[src/rtl/tseq_pkg.sv]
package tseq_pkg;

  localparam int NUM_T = 6;
  localparam int OP_W  = 4;
  localparam int CW_W  = 12;

  // timing-state indices in the ring
  localparam int T_ADDR = 0;
  localparam int T_INCR = 1;
  localparam int T_MEM  = 2;
  localparam int T_EX1  = 3;
  localparam int T_EX2  = 4;
  localparam int T_EX3  = 5;

  // control-word bit positions (the datapath decodes these)
  localparam int B_CP  = 11;
  localparam int B_EP  = 10;
  localparam int B_LM  = 9;
  localparam int B_CE  = 8;
  localparam int B_LI  = 7;
  localparam int B_EI  = 6;
  localparam int B_LA  = 5;
  localparam int B_EA  = 4;
  localparam int B_SU  = 3;
  localparam int B_EU  = 2;
  localparam int B_LB  = 1;
  localparam int B_LO  = 0;

  localparam logic [OP_W-1:0] OP_LOAD = 4'b0000;
  localparam logic [OP_W-1:0] OP_ADD  = 4'b0001;
  localparam logic [OP_W-1:0] OP_SUB  = 4'b0010;
  localparam logic [OP_W-1:0] OP_OUT  = 4'b1110;
  localparam logic [OP_W-1:0] OP_HALT = 4'b1111;

  // every control action as active-high intent
  typedef struct packed {
    logic cnt;
    logic pc_drv;
    logic adr_ld;
    logic mem_drv;
    logic ir_ld;
    logic ir_drv;
    logic acc_ld;
    logic acc_drv;
    logic sub;
    logic alu_drv;
    logic opd_ld;
    logic out_ld;
  } ctl_act_t;

  localparam ctl_act_t ACT_IDLE = '0;

  // map intent to wire polarity: loads and memory/IR drive are active low
  function automatic logic [CW_W-1:0] pack_word(input ctl_act_t a);
    logic [CW_W-1:0] w;
    w        = '0;
    w[B_CP]  = a.cnt;
    w[B_EP]  = a.pc_drv;
    w[B_LM]  = ~a.adr_ld;
    w[B_CE]  = ~a.mem_drv;
    w[B_LI]  = ~a.ir_ld;
    w[B_EI]  = ~a.ir_drv;
    w[B_LA]  = ~a.acc_ld;
    w[B_EA]  = a.acc_drv;
    w[B_SU]  = a.sub;
    w[B_EU]  = a.alu_drv;
    w[B_LB]  = ~a.opd_ld;
    w[B_LO]  = ~a.out_ld;
    return w;
  endfunction

endpackage

[src/rtl/tseq_ring.sv]
module tseq_ring #(
  parameter int W = 6
) (
  input  logic         clk,
  input  logic         rst,
  input  logic         adv,
  output logic [W-1:0] ring
);
  localparam logic [W-1:0] FIRST = W'(1);

  always_ff @(negedge clk) begin
    if (rst)      ring <= FIRST;
    else if (adv) ring <= {ring[W-2:0], ring[W-1]};
  end
endmodule

[src/rtl/tseq_halt.sv]
module tseq_halt #(
  parameter int                OP_W    = 4,
  parameter logic [OP_W-1:0]   HALT_OP = '1
) (
  input  logic            clk,
  input  logic            rst,
  input  logic            at_exec,
  input  logic [OP_W-1:0] opcode,
  output logic            halted,
  output logic            freeze
);
  logic hit;

  assign hit    = at_exec && (opcode == HALT_OP) && !halted;
  assign freeze = halted || hit;

  always_ff @(negedge clk) begin
    if (rst)      halted <= 1'b0;
    else if (hit) halted <= 1'b1;
  end
endmodule

[src/rtl/tseq_decode.sv]
module tseq_decode
  import tseq_pkg::*;
(
  input  logic [NUM_T-1:0] ring,
  input  logic [OP_W-1:0]  opcode,
  input  logic             halted,
  output logic [CW_W-1:0]  ctrl_word
);
  ctl_act_t act;

  always_comb begin
    act = ACT_IDLE;
    if (!halted) begin
      if (ring[T_ADDR]) begin
        act.pc_drv = 1'b1;
        act.adr_ld = 1'b1;
      end else if (ring[T_INCR]) begin
        act.cnt = 1'b1;
      end else if (ring[T_MEM]) begin
        act.mem_drv = 1'b1;
        act.ir_ld   = 1'b1;
      end else if (ring[T_EX1]) begin
        case (opcode)
          OP_LOAD, OP_ADD, OP_SUB: begin
            act.ir_drv = 1'b1;
            act.adr_ld = 1'b1;
          end
          OP_OUT: begin
            act.acc_drv = 1'b1;
            act.out_ld  = 1'b1;
          end
          default: act = ACT_IDLE;
        endcase
      end else if (ring[T_EX2]) begin
        case (opcode)
          OP_LOAD: begin
            act.mem_drv = 1'b1;
            act.acc_ld  = 1'b1;
          end
          OP_ADD, OP_SUB: begin
            act.mem_drv = 1'b1;
            act.opd_ld  = 1'b1;
          end
          default: act = ACT_IDLE;
        endcase
      end else if (ring[T_EX3]) begin
        case (opcode)
          OP_ADD: begin
            act.alu_drv = 1'b1;
            act.acc_ld  = 1'b1;
          end
          OP_SUB: begin
            act.alu_drv = 1'b1;
            act.acc_ld  = 1'b1;
            act.sub     = 1'b1;
          end
          default: act = ACT_IDLE;
        endcase
      end
    end
  end

  assign ctrl_word = pack_word(act);
endmodule

[src/rtl/tseq_top.sv]
module tseq_top
  import tseq_pkg::*;
(
  input  logic            clk,
  input  logic            rst,
  input  logic [3:0]      opcode,
  output logic [11:0]     ctrl_word,
  output logic            halted
);
  logic [NUM_T-1:0] ring_q;
  logic             freeze;

  tseq_ring #(.W(NUM_T)) u_ring (
    .clk  (clk),
    .rst  (rst),
    .adv  (!freeze),
    .ring (ring_q)
  );

  tseq_halt #(.OP_W(OP_W), .HALT_OP(OP_HALT)) u_halt (
    .clk     (clk),
    .rst     (rst),
    .at_exec (ring_q[T_EX1]),
    .opcode  (opcode),
    .halted  (halted),
    .freeze  (freeze)
  );

  tseq_decode u_dec (
    .ring      (ring_q),
    .opcode    (opcode),
    .halted    (halted),
    .ctrl_word (ctrl_word)
  );
endmodule

[config.mk]
export PLATFORM = sky130hd
export DESIGN_NAME = tseq_top
export DESIGN_NICKNAME = d
export VERILOG_FILES = /design/src/rtl/tseq_pkg.sv /design/src/rtl/tseq_ring.sv /design/src/rtl/tseq_halt.sv /design/src/rtl/tseq_decode.sv /design/src/rtl/tseq_top.sv
export SDC_FILE = /design/constraint.sdc
export NUM_CORES = 1
export LEC_CHECK = 0
export ABC_AREA = 1
export BUFFER_PORTS_ARGS = -buffer_cell sky130_fd_sc_hd__buf_4
export CORE_AREA = 3 3 40 42
export DETAILED_ROUTE_END_ITERATION = 8
export DIE_AREA = 0 0 43 45
export GPL_ROUTABILITY_DRIVEN = 0
export PLACE_DENSITY = 0.75
export SLEW_MARGIN = 10
export SYNTH_ARGS = -nofsm -noshare
export SYNTH_HDL_FRONTEND = slang
export SYNTH_SLANG_ARGS = --single-unit
export TNS_END_PERCENT = 10
[constraint.sdc]
create_clock -name clk -period 1 [get_ports clk]
set_input_delay 0.2 -clock clk [delete_from_list [all_inputs] [get_ports clk]]
set_output_delay 0.2 -clock clk [all_outputs]
set_load 0.03 [all_outputs]
==> report_table.html <==
<table>
<tr><th>Metric</th><th>Value</th></tr>
<tr><th colspan="2">Synthesis</th></tr>
<tr><td>Syn Nets</td><td>89</td></tr>
<tr><td>Post-Syn Instances</td><td>83</td></tr>
<tr><td>Number of distinct standard cells referenced by the synthesized netlist</td><td>14</td></tr>
<tr><td>Number of register bits inferred by synthesis</td><td>7</td></tr>
<tr><td>Netlist area before placement</td><td>491.7 sq um</td></tr>
<tr><td>Number of warnings reported in the yosys synthesis log</td><td>0</td></tr>
<tr><td>Sequential fraction of the synthesis area</td><td>28.50%</td></tr>
<tr><td>Synthesized area per cell</td><td>about 5.9 sq um</td></tr>
<tr><th colspan="2">Route</th></tr>
<tr><td>Post-detailed-route DRC marker count</td><td>0</td></tr>
<tr><td>Vias after detailed routing</td><td>between 700 and 800</td></tr>
<tr><td>TritonRoute pass-1 iters</td><td>4</td></tr>
<tr><td>Detail-routed via count per cell</td><td>4.929</td></tr>
<tr><td>Post-Route WL</td><td>2.088 mm</td></tr>
<tr><td>Number of violations reported at the end of detailed-routing iteration 0</td><td>17</td></tr>
<tr><td>Final routed wire length divided by cell count</td><td>13.56 um</td></tr>
<tr><td>Remaining antenna violation count</td><td>0</td></tr>
<tr><th colspan="2">Clock network</th></tr>
<tr><td>Clock Latency Late Sink</td><td>310 ps</td></tr>
<tr><td>Number of buffers created by CTS</td><td>3</td></tr>
<tr><td>Hold buffers post-CTS</td><td>0</td></tr>
<tr><td>Clock root buffer master</td><td>clkbuf_4</td></tr>
<tr><td>Clock Pin Slew Worst Setup and Hold Paths</td><td>30 ps</td></tr>
<tr><td>TritonCTS clock tree</td><td>built</td></tr>
<tr><td>Number of H-tree levels</td><td>1</td></tr>
<tr><td>Number of buffers between clock root and the deepest sink</td><td>2</td></tr>
<tr><td>Clock Sink Count</td><td>7</td></tr>
<tr><th colspan="2">Global routing</th></tr>
<tr><td>Final global-route overflow total</td><td>0</td></tr>
<tr><td>Met3 GRT Util</td><td>4.781%</td></tr>
<tr><td>Number of antenna violations at the first check in global routing</td><td>0</td></tr>
<tr><td>Grt met2 use</td><td>43.71%</td></tr>
<tr><td>Met1 capacity usage during global routing</td><td>~24%</td></tr>
<tr><td>Routing layer with the top usage in global route</td><td>met2</td></tr>
<tr><td>Largest net degree at the start of global routing</td><td>8</td></tr>
<tr><td>Number of global-route vias before repair</td><td>between 800 and 900</td></tr>
<tr><td>GRT Util Overall</td><td>between 20 and 25%</td></tr>
<tr><td>Global-route wire length before repair</td><td>3.408 mm</td></tr>
<tr><th colspan="2">Timing</th></tr>
<tr><td>Transition time of the tightest slew-check pin</td><td>240.4 ps</td></tr>
<tr><td>Max-slew headroom</td><td>83.95%</td></tr>
<tr><td>Number of max-slew violations in the final report</td><td>0</td></tr>
<tr><td>RSZ-0062 raised after global routing</td><td>yes</td></tr>
<tr><td>Final-report setup violation count</td><td>20</td></tr>
<tr><td>Worst-case clock skew</td><td>3.268 ps</td></tr>
<tr><td>Final worst-path setup slack</td><td>-1029 ps</td></tr>
<tr><td>Endpoints failing hold</td><td>0</td></tr>
<tr><th colspan="2">Pwr</th></tr>
<tr><td>Part of the total power dissipated in combinational logic</td><td>29.1%</td></tr>
<tr><td>Internal cell power</td><td>600.6 uW</td></tr>
<tr><td>Switching power</td><td>323.0 uW</td></tr>
<tr><td>Clock power frac</td><td>a little under two fifths</td></tr>
<tr><td>Max VDD drop</td><td>788.1 uV</td></tr>
<tr><td>Sequential share of power</td><td>between 30 and 40%</td></tr>
<tr><td>Static power due to leakage</td><td>about 0.57 nW</td></tr>
<tr><td>Power consumption</td><td>923.6 uW</td></tr>
<tr><td>Switching Share</td><td>34.97%</td></tr>
<tr><td>Power per unit of standard cell area</td><td>between 800 and 900 nW/um^2</td></tr>
<tr><th colspan="2">Critical path</th></tr>
<tr><td>R2r startpoint</td><td>u_ring.ring[3]</td></tr>
<tr><td>Slack of the worst reg-to-reg path</td><td>-60 ps</td></tr>
<tr><td>Biggest cell delay along the critical path</td><td>410 ps</td></tr>
<tr><td>Critical path type</td><td>reg -&gt; out</td></tr>
<tr><td>Type of element capturing the critical path</td><td>output pin</td></tr>
<tr><td>Critical Path AT</td><td>1830 ps</td></tr>
<tr><td>Startpoint type of the worst setup path</td><td>flip-flop</td></tr>
<tr><td>Required time of the worst setup path</td><td>800 ps</td></tr>
<tr><td>Worst R2R Path Depth</td><td>7</td></tr>
<tr><td>CP max-delay cell</td><td>dfxtp_1</td></tr>
<tr><td>Reg2reg end</td><td>u_ring.ring[3]</td></tr>
<tr><td>Worst-path maximum fanout</td><td>3</td></tr>
<tr><td>Cell chain of the critical path</td><td>nand2_2, nor3_2, buf_4, nor2_4, buf_6</td></tr>
<tr><th colspan="2">Cells and area</th></tr>
<tr><td>Antenna fix cells</td><td>0</td></tr>
<tr><td>Synth-to-Final Area Change</td><td>127.0%</td></tr>
<tr><td>Share of layout cells above drive strength 1</td><td>around 64%</td></tr>
<tr><td>Number of nets at the end of the flow</td><td>146</td></tr>
<tr><td>Post-route standard cell area excluding fillers</td><td>1116 sq um</td></tr>
<tr><th colspan="2">Floorplan</th></tr>
<tr><td>Num ports</td><td>19</td></tr>
<tr><td>Starting Density</td><td>between 30% and 40%</td></tr>
<tr><td>Full die area</td><td>1935 sq um</td></tr>
<tr><td>Number of rows created at floorplan</td><td>13</td></tr>
<tr><td>Die width</td><td>between 40 and 50 um</td></tr>
<tr><td>Y dimension of the die</td><td>between 40 and 50 um</td></tr>
<tr><td>Core Box Area</td><td>1285 sq um</td></tr>
<tr><th colspan="2">Min path</th></tr>
<tr><td>Min-Delay Endpoint</td><td>u_ring.ring[1]</td></tr>
<tr><td>Hold Path Origin</td><td>u_ring.ring[1]</td></tr>
<tr><td>Hold Crit Depth</td><td>2</td></tr>
<tr><td>Worst hold-check path type</td><td>reg -&gt; reg</td></tr>
<tr><th colspan="2">Status</th></tr>
<tr><td>Failing checks</td><td>setup timing</td></tr>
<tr><td>Result of the run</td><td>complete, but fails checks</td></tr>
<tr><th colspan="2">Place</th></tr>
<tr><td>Area after DPL</td><td>904.6 sq um</td></tr>
<tr><td>HPWL after detailed placement</td><td>1.353 mm</td></tr>
<tr><td>Number of buffers added on ports</td><td>18</td></tr>
<tr><th colspan="2">Run</th></tr>
<tr><td>Count of max-cap constraint violations</td><td>0</td></tr>
</table>
==> kinds of logic after synthesis <==
family / Yosys count / synth area share, %
compound gates: 3 / 3.053
simple gates: 57 / 54.71
buf+inv: 16 / 13.74
flops: 7 / 28.50
==> synth_stat cells, drive strengths merged <==
| master | count | area share, % |
|---|---|---|
| o21ai | 2 | 2.0 |
| nand3 | 12 | 12 |
| nand4 | 2 | 2.5 |
| nand2 | 18 | 16 |
| nor3 | 4 | 5.1 |
| a21oi | 1 | 1.0 |
| inv | 15 | 11 |
| buf | 1 | 2.3 |
| nor2 | 21 | 19 |
| dfxtp | 7 | 28 |
==> stage by stage <==
step	std cells	hold WS (ps)	TNS, ps	worst slack [ps]	utilization [%]
6_report	154	534.7	-12680	-1029	86.85
5_1_grt	154	551.8	-13830	-1115	86.85
4_1_cts	154	528.8	-12430	-998.5	84.42
3_5_place_dp	142	513.7	-11640	-803.3	70.40
3_3_place_gp	142	511.2	-10900	-743.2	70.40
2_1_floorplan	83	460.7	-9470	-782.9	-
==> timing repair <==
action | 4_1_cts | 5_1_grt
buffers inserted | 2 | 0
setup endpoints to repair | 19 | 20
gates cloned | 0 | 0
resized for setup | 36 | 8
pin swaps | 11 | 4
==> metal layers <==
metal | share of wire [%] | vias to the layer above
li1 | - | 372
met1 | 39 | 351
met2 | 55 | 27
met3 | 3.3 | 9
met4 | 3.0 | 0
met5 | 0 | -
==> power groups by stage <==
stage | clock network, mW | logic, mW | registers (mW)
6_report | 0.346 | 0.269 | 0.309
5_1_grt | 0.418 | 0.286 | 0.309
4_1_cts | 0.359 | 0.253 | 0.307
2_1_floorplan | 0.0494 | 0.0973 | 0.306
3_5_place_dp | 0.0494 | 0.214 | 0.308
3_3_place_gp | 0.0494 | 0.208 | 0.306
==> registers in the layout, indices dropped and copies added, names as in the netlist <==
signal and flops:
u_halt.halted 1, u_ring.ring 6
==> worst max-delay path by stage <==
stage	start	end	slack, ps	depth (start not counted)
after floorplan	u_halt.halted	ctrl_word[5]	-780	5
after global placement	u_ring.ring[5]	ctrl_word[5]	-740	6
after detailed placement	u_ring.ring[3]	ctrl_word[6]	-800	6
after CTS	u_halt.halted	ctrl_word[4]	-1000	5
after global routing	u_ring.ring[4]	ctrl_word[5]	-1110	5
final	u_ring.ring[4]	ctrl_word[5]	-1030	5
==> area by class of cell <==
class	count	area, sq um
Multi-Input combinational cell	60	419.2
Sequential cell	7	155.1
Clock buffer	3	22.52
Timing Repair Buffer	47	412.9
Fill cell	68	168.9
Inverter	14	57.56
Tap cell	15	18.77
Clock inverter	8	30.03
==> worst max-delay path: cells and delay by family (launching register included) <==
family / cells / cell delay [ps]
DFF: 1 / 410
buffers and inverters: 2 / 280
and+or+nand+nor: 3 / 330
==> cell usage in the layout (no fill, tap or decap) <==
cell type  netlist  layout
a21oi_1          1       1
nor3_4           0       2
buf_4            0      31
dfxtp_4          0       3
clkbuf_4         0       3
nor2_1          15       8
nand4_1          2       2
inv_4            0       2
nor3_2           1       1
nand2_4          0       2
nand3_2          0       2
nand3_1         12       9
dfxtp_2          0       3
buf_6            1      16
dfxtp_1          7       1
inv_1           13      17
inv_2            2       3
nand2_1         14       9
nor2_4           0      10
o21ai_0          2       2
nand2_2          4       7
nand3_4          0       1
nor3_1           3       1
nor2_2           6       3
No activity file was read; power rests on OpenSTA's default activity.
